`config.mk`:
```
export PLATFORM = sky130hd
export DESIGN_NAME = spi_cmd_framer
export DESIGN_NICKNAME = d
export VERILOG_FILES = /design/src/rtl/framer_pkg.sv /design/src/rtl/framer_ctrl.sv /design/src/rtl/framer_datapath.sv /design/src/rtl/spi_cmd_framer.sv
export SDC_FILE = /design/constraint.sdc
export NUM_CORES = 1
export LEC_CHECK = 0
export CAP_MARGIN = 20
export CORE_MARGIN = 5
export CORE_UTILIZATION = 40
export CTS_CLUSTER_DIAMETER = 120
export DETAILED_ROUTE_END_ITERATION = 7
export GPL_TIMING_DRIVEN = 0
export PLACE_DENSITY = 0.66
export SKIP_CTS_REPAIR_TIMING = 1
export SLEW_MARGIN = 20
export SYNTH_ARGS = -nofsm -noshare
export SYNTH_HDL_FRONTEND = slang
export SYNTH_SLANG_ARGS = --single-unit
```
`constraint.sdc`:
```
create_clock -name clk -period 4.7 [get_ports clk]
set_input_delay 0.94 -clock clk [delete_from_list [all_inputs] [get_ports clk]]
set_output_delay 0.94 -clock clk [all_outputs]
set_load 0.02 [all_outputs]
```
`src/rtl/framer_pkg.sv`:
```
package framer_pkg;

  localparam logic [7:0] OP_INT_WR  = 8'hC3;
  localparam logic [7:0] OP_INT_RD  = 8'hC4;
  localparam logic [7:0] OP_BLK_WR  = 8'hC7;
  localparam logic [7:0] OP_BLK_RD  = 8'hC8;
  localparam logic [7:0] OP_WORD_WR = 8'hC9;
  localparam logic [7:0] OP_WORD_RD = 8'hCA;
  localparam logic [7:0] OP_RESET   = 8'hCF;

  localparam logic [6:0] CRC_INIT = 7'h7F;
  localparam logic [6:0] CRC_POLY = 7'h09;

  // Strobes from control to datapath
  typedef struct packed {
    logic load;     // capture a legal command
    logic advance;  // current byte taken downstream
    logic send;     // frame in progress
  } ctrlStrobe_t;

  // Fold one byte into a CRC7, most significant bit first
  function automatic logic [6:0] crc7Step(input logic [6:0] crcIn, input logic [7:0] dataIn);
    logic [6:0] c;
    logic fb;
    c = crcIn;
    for (int b = 7; b >= 0; b--) begin
      fb = c[6] ^ dataIn[b];
      c  = {c[5:0], 1'b0} ^ (fb ? CRC_POLY : 7'h00);
    end
    return c;
  endfunction

  function automatic logic opLegal(input logic [7:0] op);
    return (op == OP_INT_WR) || (op == OP_INT_RD) || (op == OP_BLK_WR) ||
           (op == OP_BLK_RD) || (op == OP_WORD_WR) || (op == OP_WORD_RD) ||
           (op == OP_RESET);
  endfunction

endpackage

```
`src/rtl/framer_ctrl.sv`:
```
module framer_ctrl
  import framer_pkg::*;
(
  input  logic        clk,
  input  logic        rstN,
  input  logic        cmdValid,
  input  logic        opOk,
  input  logic        byteReady,
  input  logic        lastByte,
  output logic        cmdReady,
  output logic        byteValid,
  output logic        frameDone,
  output logic        opError,
  output ctrlStrobe_t strobe
);

  typedef enum logic {ST_IDLE, ST_SEND} ctrlState_t;

  ctrlState_t state, stateNext;
  logic accept;

  assign cmdReady  = (state == ST_IDLE);
  assign byteValid = (state == ST_SEND);
  assign accept    = cmdValid && cmdReady;

  always_comb begin
    strobe.load    = accept && opOk;
    strobe.send    = (state == ST_SEND);
    strobe.advance = (state == ST_SEND) && byteReady;
  end

  always_comb begin
    stateNext = state;
    unique case (state)
      ST_IDLE: if (accept && opOk) stateNext = ST_SEND;
      ST_SEND: if (byteReady && lastByte) stateNext = ST_IDLE;
      default: stateNext = ST_IDLE;
    endcase
  end

  always_ff @(posedge clk) begin
    if (!rstN) begin
      state     <= ST_IDLE;
      frameDone <= 1'b0;
      opError   <= 1'b0;
    end else begin
      state     <= stateNext;
      frameDone <= (state == ST_SEND) && byteReady && lastByte;
      opError   <= accept && !opOk;
    end
  end

  // completion strobe lasts one cycle and finds the block idle
  p_done_pulse_r10: assert property (@(posedge clk) disable iff (!rstN)
    frameDone |=> !frameDone);
  p_done_idle_r10: assert property (@(posedge clk) disable iff (!rstN)
    frameDone |-> (cmdReady && !byteValid));
  // error strobe lasts one cycle and never starts a frame
  p_err_pulse_r1: assert property (@(posedge clk) disable iff (!rstN)
    opError |=> !opError);
  p_err_nosend_r1: assert property (@(posedge clk) disable iff (!rstN)
    opError |-> !byteValid);
  // a command offered while busy cannot start anything
  p_busy_ignore_r9: assert property (@(posedge clk) disable iff (!rstN)
    (byteValid && !(byteReady && lastByte)) |=> (byteValid && !opError));

endmodule

```
`src/rtl/framer_datapath.sv`:
```
module framer_datapath
  import framer_pkg::*;
#(
  parameter int ADDR_W = 24,
  parameter int DATA_W = 32,
  parameter int SIZE_W = 24
) (
  input  logic              clk,
  input  logic              rstN,
  input  ctrlStrobe_t       strobe,
  input  logic [7:0]        cmdOp,
  input  logic [ADDR_W-1:0] cmdAddr,
  input  logic [DATA_W-1:0] cmdData,
  input  logic [SIZE_W-1:0] cmdSize,
  input  logic              cmdClockless,
  input  logic              cmdCrcOn,
  output logic              opOk,
  output logic              lastByte,
  output logic [7:0]        byteData
);

  localparam int AB        = ADDR_W / 8;
  localparam int DB        = DATA_W / 8;
  localparam int SB        = SIZE_W / 8;
  localparam int FRAME_MAX = 2 + AB + DB;
  localparam int LEN_W     = $clog2(FRAME_MAX + 1);

  logic [7:0]       frameNext [FRAME_MAX];
  logic [LEN_W-1:0] lenNext;
  logic [7:0]       frameQ    [FRAME_MAX];
  logic [LEN_W-1:0] frameLen;
  logic [LEN_W-1:0] idx;
  logic [6:0]       crcQ;
  logic             crcOnQ;
  logic             isTrailer;
  logic [7:0]       shortHi;

  assign opOk    = opLegal(cmdOp);
  assign shortHi = cmdAddr[15:8] | {cmdClockless, 7'b0};

  // Field packing per opcode (payload only, trailer appended later)
  always_comb begin
    for (int i = 0; i < FRAME_MAX; i++) frameNext[i] = 8'h00;
    frameNext[0] = cmdOp;
    lenNext      = LEN_W'(1 + AB);
    unique case (cmdOp)
      OP_WORD_WR: begin
        for (int i = 0; i < AB; i++) frameNext[1+i] = cmdAddr[8*(AB-1-i) +: 8];
        for (int i = 0; i < DB; i++) frameNext[1+AB+i] = cmdData[8*(DB-1-i) +: 8];
        lenNext = LEN_W'(1 + AB + DB);
      end
      OP_WORD_RD: begin
        for (int i = 0; i < AB; i++) frameNext[1+i] = cmdAddr[8*(AB-1-i) +: 8];
        lenNext = LEN_W'(1 + AB);
      end
      OP_BLK_WR, OP_BLK_RD: begin
        for (int i = 0; i < AB; i++) frameNext[1+i] = cmdAddr[8*(AB-1-i) +: 8];
        for (int i = 0; i < SB; i++) frameNext[1+AB+i] = cmdSize[8*(SB-1-i) +: 8];
        lenNext = LEN_W'(1 + AB + SB);
      end
      OP_INT_WR: begin
        frameNext[1] = shortHi;
        frameNext[2] = cmdAddr[7:0];
        for (int i = 0; i < DB; i++) frameNext[3+i] = cmdData[8*(DB-1-i) +: 8];
        lenNext = LEN_W'(3 + DB);
      end
      OP_INT_RD: begin
        frameNext[1] = shortHi;
        frameNext[2] = cmdAddr[7:0];
        frameNext[3] = 8'h00;
        lenNext = LEN_W'(4);
      end
      OP_RESET: begin
        frameNext[1] = 8'hFF;
        frameNext[2] = 8'hFF;
        frameNext[3] = 8'hFF;
        lenNext = LEN_W'(4);
      end
      default: lenNext = LEN_W'(1 + AB);
    endcase
  end

  always_ff @(posedge clk) begin
    if (!rstN) begin
      for (int i = 0; i < FRAME_MAX; i++) frameQ[i] <= 8'h00;
      frameLen <= '0;
      idx      <= '0;
      crcQ     <= CRC_INIT;
      crcOnQ   <= 1'b0;
    end else if (strobe.load) begin
      for (int i = 0; i < FRAME_MAX; i++) frameQ[i] <= frameNext[i];
      frameLen <= lenNext + LEN_W'(cmdCrcOn);
      idx      <= '0;
      crcQ     <= CRC_INIT;
      crcOnQ   <= cmdCrcOn;
    end else if (strobe.advance) begin
      idx <= idx + 1'b1;
      if (!isTrailer) crcQ <= crc7Step(crcQ, frameQ[idx]);
    end
  end

  assign lastByte  = (idx == frameLen - 1'b1);
  assign isTrailer = crcOnQ && lastByte;
  assign byteData  = isTrailer ? {crcQ, 1'b0} : frameQ[idx];

  // a stalled byte holds its value
  p_hold_r8: assert property (@(posedge clk) disable iff (!rstN)
    (strobe.send && !strobe.advance) |=> $stable(byteData));
  // only the defined frame lengths are loaded
  p_len_r6: assert property (@(posedge clk) disable iff (!rstN)
    strobe.load |=> (frameLen == 4 || frameLen == 5 || frameLen == 7 ||
                     frameLen == 8 || frameLen == 9));
  // the byte pointer never passes the frame end
  p_idx_r6: assert property (@(posedge clk) disable iff (!rstN)
    strobe.send |-> (idx < frameLen));

endmodule

```
`src/rtl/spi_cmd_framer.sv`:
```
module spi_cmd_framer
  import framer_pkg::*;
#(
  parameter int ADDR_W = 24,
  parameter int DATA_W = 32,
  parameter int SIZE_W = 24
) (
  input  logic              clk,
  input  logic              rstN,
  input  logic              cmdValid,
  output logic              cmdReady,
  input  logic [7:0]        cmdOp,
  input  logic [ADDR_W-1:0] cmdAddr,
  input  logic [DATA_W-1:0] cmdData,
  input  logic [SIZE_W-1:0] cmdSize,
  input  logic              cmdClockless,
  input  logic              cmdCrcOn,
  output logic              byteValid,
  input  logic              byteReady,
  output logic [7:0]        byteData,
  output logic              frameDone,
  output logic              opError
);

  ctrlStrobe_t strobe;
  logic opOk;
  logic lastByte;

  framer_ctrl u_ctrl (
    .clk       (clk),
    .rstN      (rstN),
    .cmdValid  (cmdValid),
    .opOk      (opOk),
    .byteReady (byteReady),
    .lastByte  (lastByte),
    .cmdReady  (cmdReady),
    .byteValid (byteValid),
    .frameDone (frameDone),
    .opError   (opError),
    .strobe    (strobe)
  );

  framer_datapath #(
    .ADDR_W (ADDR_W),
    .DATA_W (DATA_W),
    .SIZE_W (SIZE_W)
  ) u_dp (
    .clk          (clk),
    .rstN         (rstN),
    .strobe       (strobe),
    .cmdOp        (cmdOp),
    .cmdAddr      (cmdAddr),
    .cmdData      (cmdData),
    .cmdSize      (cmdSize),
    .cmdClockless (cmdClockless),
    .cmdCrcOn     (cmdCrcOn),
    .opOk         (opOk),
    .lastByte     (lastByte),
    .byteData     (byteData)
  );

endmodule

```
==> impl_results.md <==
- Syn avg cell area: between 10 and 15 um^2
- I/O Pins: 106
- Die W: around 120 um
- Worst R2R Path Depth: 8
- CTS Sinks: 87
- Initial antenna violation count: 0
- Core Region: around 11000 um^2
- Top FF cell, synth: edfxtp_1
- Sequential area share after synthesis: 0.507
- Initial Util: 0.410
- Worst setup EP type: primary output
- GRT overflow: 0
- Reg clk slew, reported paths: around 0.060 ns
- Syn Inst Count: approximately 400
- Worst R2R Setup Slack: between 2 and 2.5 ns
- Worst skew pair latency: 0.34 ns
- CTS Buf Count: 9
- WL per Instance: between 15 and 20 um
- Filler cells: 965
- Max VDD drop: roughly 0.2 mV
- Fin crit share: 0.793
- Die Ht: approximately 120 um
- Synth unique cells: 49
- CTS tree: done
- Drt total wl: approximately 13 mm
- Reg2Reg Launch Point: u_ctrl.byteValid
- Max-slew violations: 0
- HPWL after detailed placement: between 10 and 15 mm
- Placed cells: about 660
- Pwr Total: roughly 1800 uW
- Final min period: approximately 3.7 ns
- Fmax achieved: about 270 MHz
- Fin nets: ~620
- First-pass GRT wire length: between 20 and 25 mm
- Worst setup SP type: flip-flop
- Antenna Cells: 0
- Final Cell Area: between 6000 and 7000 um^2
- Hold Violations, Final: 0
- CP Data Arrival Time: between 2 and 3 ns
- Crit Path Class: flip-flop to primary output
- DIE AREA: about 14000 um^2
- DRT iter0 DRCs: roughly 440
- Synthesis-stage register bit count: 87
- Critical Path RT: 3.76 ns
- Layout overhead on the synthesized area: 32.6%
- Port bufs: approximately 100
- DRC violation count after routing: 0
- Clk buf depth: 2
- Outcome: completed
- Non-filler cells, final: approximately 670
- Vias in the first global route: 4001
- Share of cells above drive strength 1: 0.0866
- RR Endpoint: u_dp.frameQ[5][7]
- Area of the multi-input gates: 2150 um^2
- HP Class: flip-flop to flip-flop
- Vias per cell: around 5.8
- Most common cell after layout, fill and taps aside: clkdlybuf4s50_1
- Leak pwr: ~0.0022 uW
- Largest net degree at the start of global routing: 74
- Hold path start: u_dp.crcOnQ
- Final setup fails: 0
- Antenna Nets Post-Route: 0
- WHS Endpoint: u_dp.crcOnQ
- CP max FO: 10
- Asr flop ratio synth: 0
- WHS Path Cells: 2
- TNS Setup: 0 ns
- Unrepaired setup endpoints after global routing: false
- Sequential standard cell area: around 2400 um^2
- Max-Cap Viols: 0
- Root Buffer: clkbuf_16
- Cell area after placement: between 5000 and 6000 um^2
- Ys Warns: 0
- H-tree levels: 3
- Drt first pass iters: 7
- Clock skew: around 0.006 ns
- GPL Wtd Cong: about 0.8
- Max transition margin: 0.260
- Vias: about 3900
- Commonest cells after routing, fill and taps aside: 104 x clkdlybuf4s50_1, 64 x edfxtp_1, 58 x nor2_1
- Tightest Pin Transition: between 1 and 1.5 ns
- Synthesized cell area: about 4700 um^2
- GRT Overall Usage: 0.191
- Pwr dens: around 280 nW/um^2
- Site Rows: 39
- EDFF count, synth: between 60 and 70
power by group:
part	switching, uW	total (uW)	internal [uW]
Sequential	5.80	846	840
Combinational	77.7	185	107
Clock	279	740	461
Total	362	1770	1410
metrics by stage:
| stage | util | hold slack (ns) | setup slack [ns] |
|---|---|---|---|
| after global placement | 0.516 | 0.461 | 0.459 |
| final | 0.543 | 0.470 | 0.971 |
| after CTS | 0.543 | 0.476 | 0.942 |
| after floorplan | - | 0.425 | 1.47 |
| after detailed placement | 0.517 | 0.462 | 0.879 |
| after global routing | 0.543 | 0.521 | 0.781 |
sequential cells by signal, summed over array words and instances (netlist names), named ones only:
name	cells
u_ctrl.byteValid	1
u_ctrl.frameDone	1
u_ctrl.opError	1
u_dp.crcOnQ	1
u_dp.crcQ	7
u_dp.frameLen	4
u_dp.frameQ	64
u_dp.idx	4
how the worst max path moves through the flow:
stage                     depth (start not counted)      endpoint             start
after floorplan                                   8  u_dp.crcQ[0]          cmdOp[2]
after global routing                              7   byteData[7]  u_dp.frameLen[0]
after detailed placement                          8  u_dp.crcQ[3]          cmdOp[0]
after global placement                            8  u_dp.crcQ[3]          cmdOp[0]
after CTS                                         7   byteData[1]  u_dp.frameLen[0]
final                                             7   byteData[1]  u_dp.frameLen[0]
per-layer routing:
| layer | part of all wire | track usage |
|---|---|---|
| met5 | 0 | 0 |
| met4 | 0.021 | 0.0631 |
| met3 | 0.074 | 0.0372 |
| met1 | 0.43 | 0.256 |
| met2 | 0.48 | 0.311 |
layout make-up:
class                      instances  share of cell area
buffer                            27              0.0217
clock buffer                      11              0.0374
clock inverter                     5              0.0116
inverter                          10             0.00643
multi-input combinational        287               0.345
sequential                        87               0.382
tap                              143              0.0287
timing repair buffer             104               0.167
critical path, stage by stage (launching register included):
cell and delay [ns]:
dfxtp_1 0.36, inv_1 0.08, ha_1 0.30, xnor2_1 0.13, nor2_1 0.14, nand4_1 0.45, mux2_2 0.45, clkdlybuf4s50_1 0.54
cells in the mapped netlist, types with 3 or more instances:
| cell | instances | area, um^2 |
|---|---|---|
| nand4_1 | 3 | 18.8 |
| a221oi_1 | 24 | 210 |
| mux4_2 | 9 | 203 |
| mux2_2 | 9 | 101 |
| nand3_1 | 8 | 40.0 |
| xnor2_1 | 12 | 105 |
| nand2_1 | 30 | 113 |
| inv_1 | 9 | 33.8 |
| a21oi_1 | 11 | 55.1 |
| o21ai_0 | 16 | 80.1 |
| xor2_1 | 4 | 35.0 |
| ha_1 | 4 | 50.1 |
| xnor3_1 | 3 | 67.6 |
| xnor2_2 | 3 | 48.8 |
| o211ai_1 | 4 | 30.0 |
| and2_1 | 17 | 106 |
| mux4_1 | 3 | 78.8 |
| a22oi_1 | 11 | 82.6 |
| a2bb2oi_1 | 3 | 26.3 |
| mux2i_1 | 10 | 100 |
| buf_6 | 3 | 33.8 |
| nor2_1 | 58 | 218 |
| nor3_1 | 4 | 20.0 |
| and3_1 | 3 | 18.8 |
| dfxtp_1 | 23 | 460 |
| clkbuf_1 | 19 | 71.3 |
| a222oi_1 | 13 | 130 |
| edfxtp_1 | 64 | 1920 |
logic make-up (layout without fill, tap and decap cells):
group           count (synthesis)  count (layout)  synth area share
compound gates                 97              97             0.157
simple gates                  130             130             0.125
fa+ha+maj                       4               4            0.0107
mux                            31              31             0.103
buf+inv                        37             157            0.0367
other cells                     1               2          0.000798
xor+xnor                       23              23            0.0597
flops                          87              87             0.507
No activity file was read; power rests on OpenSTA's default activity.
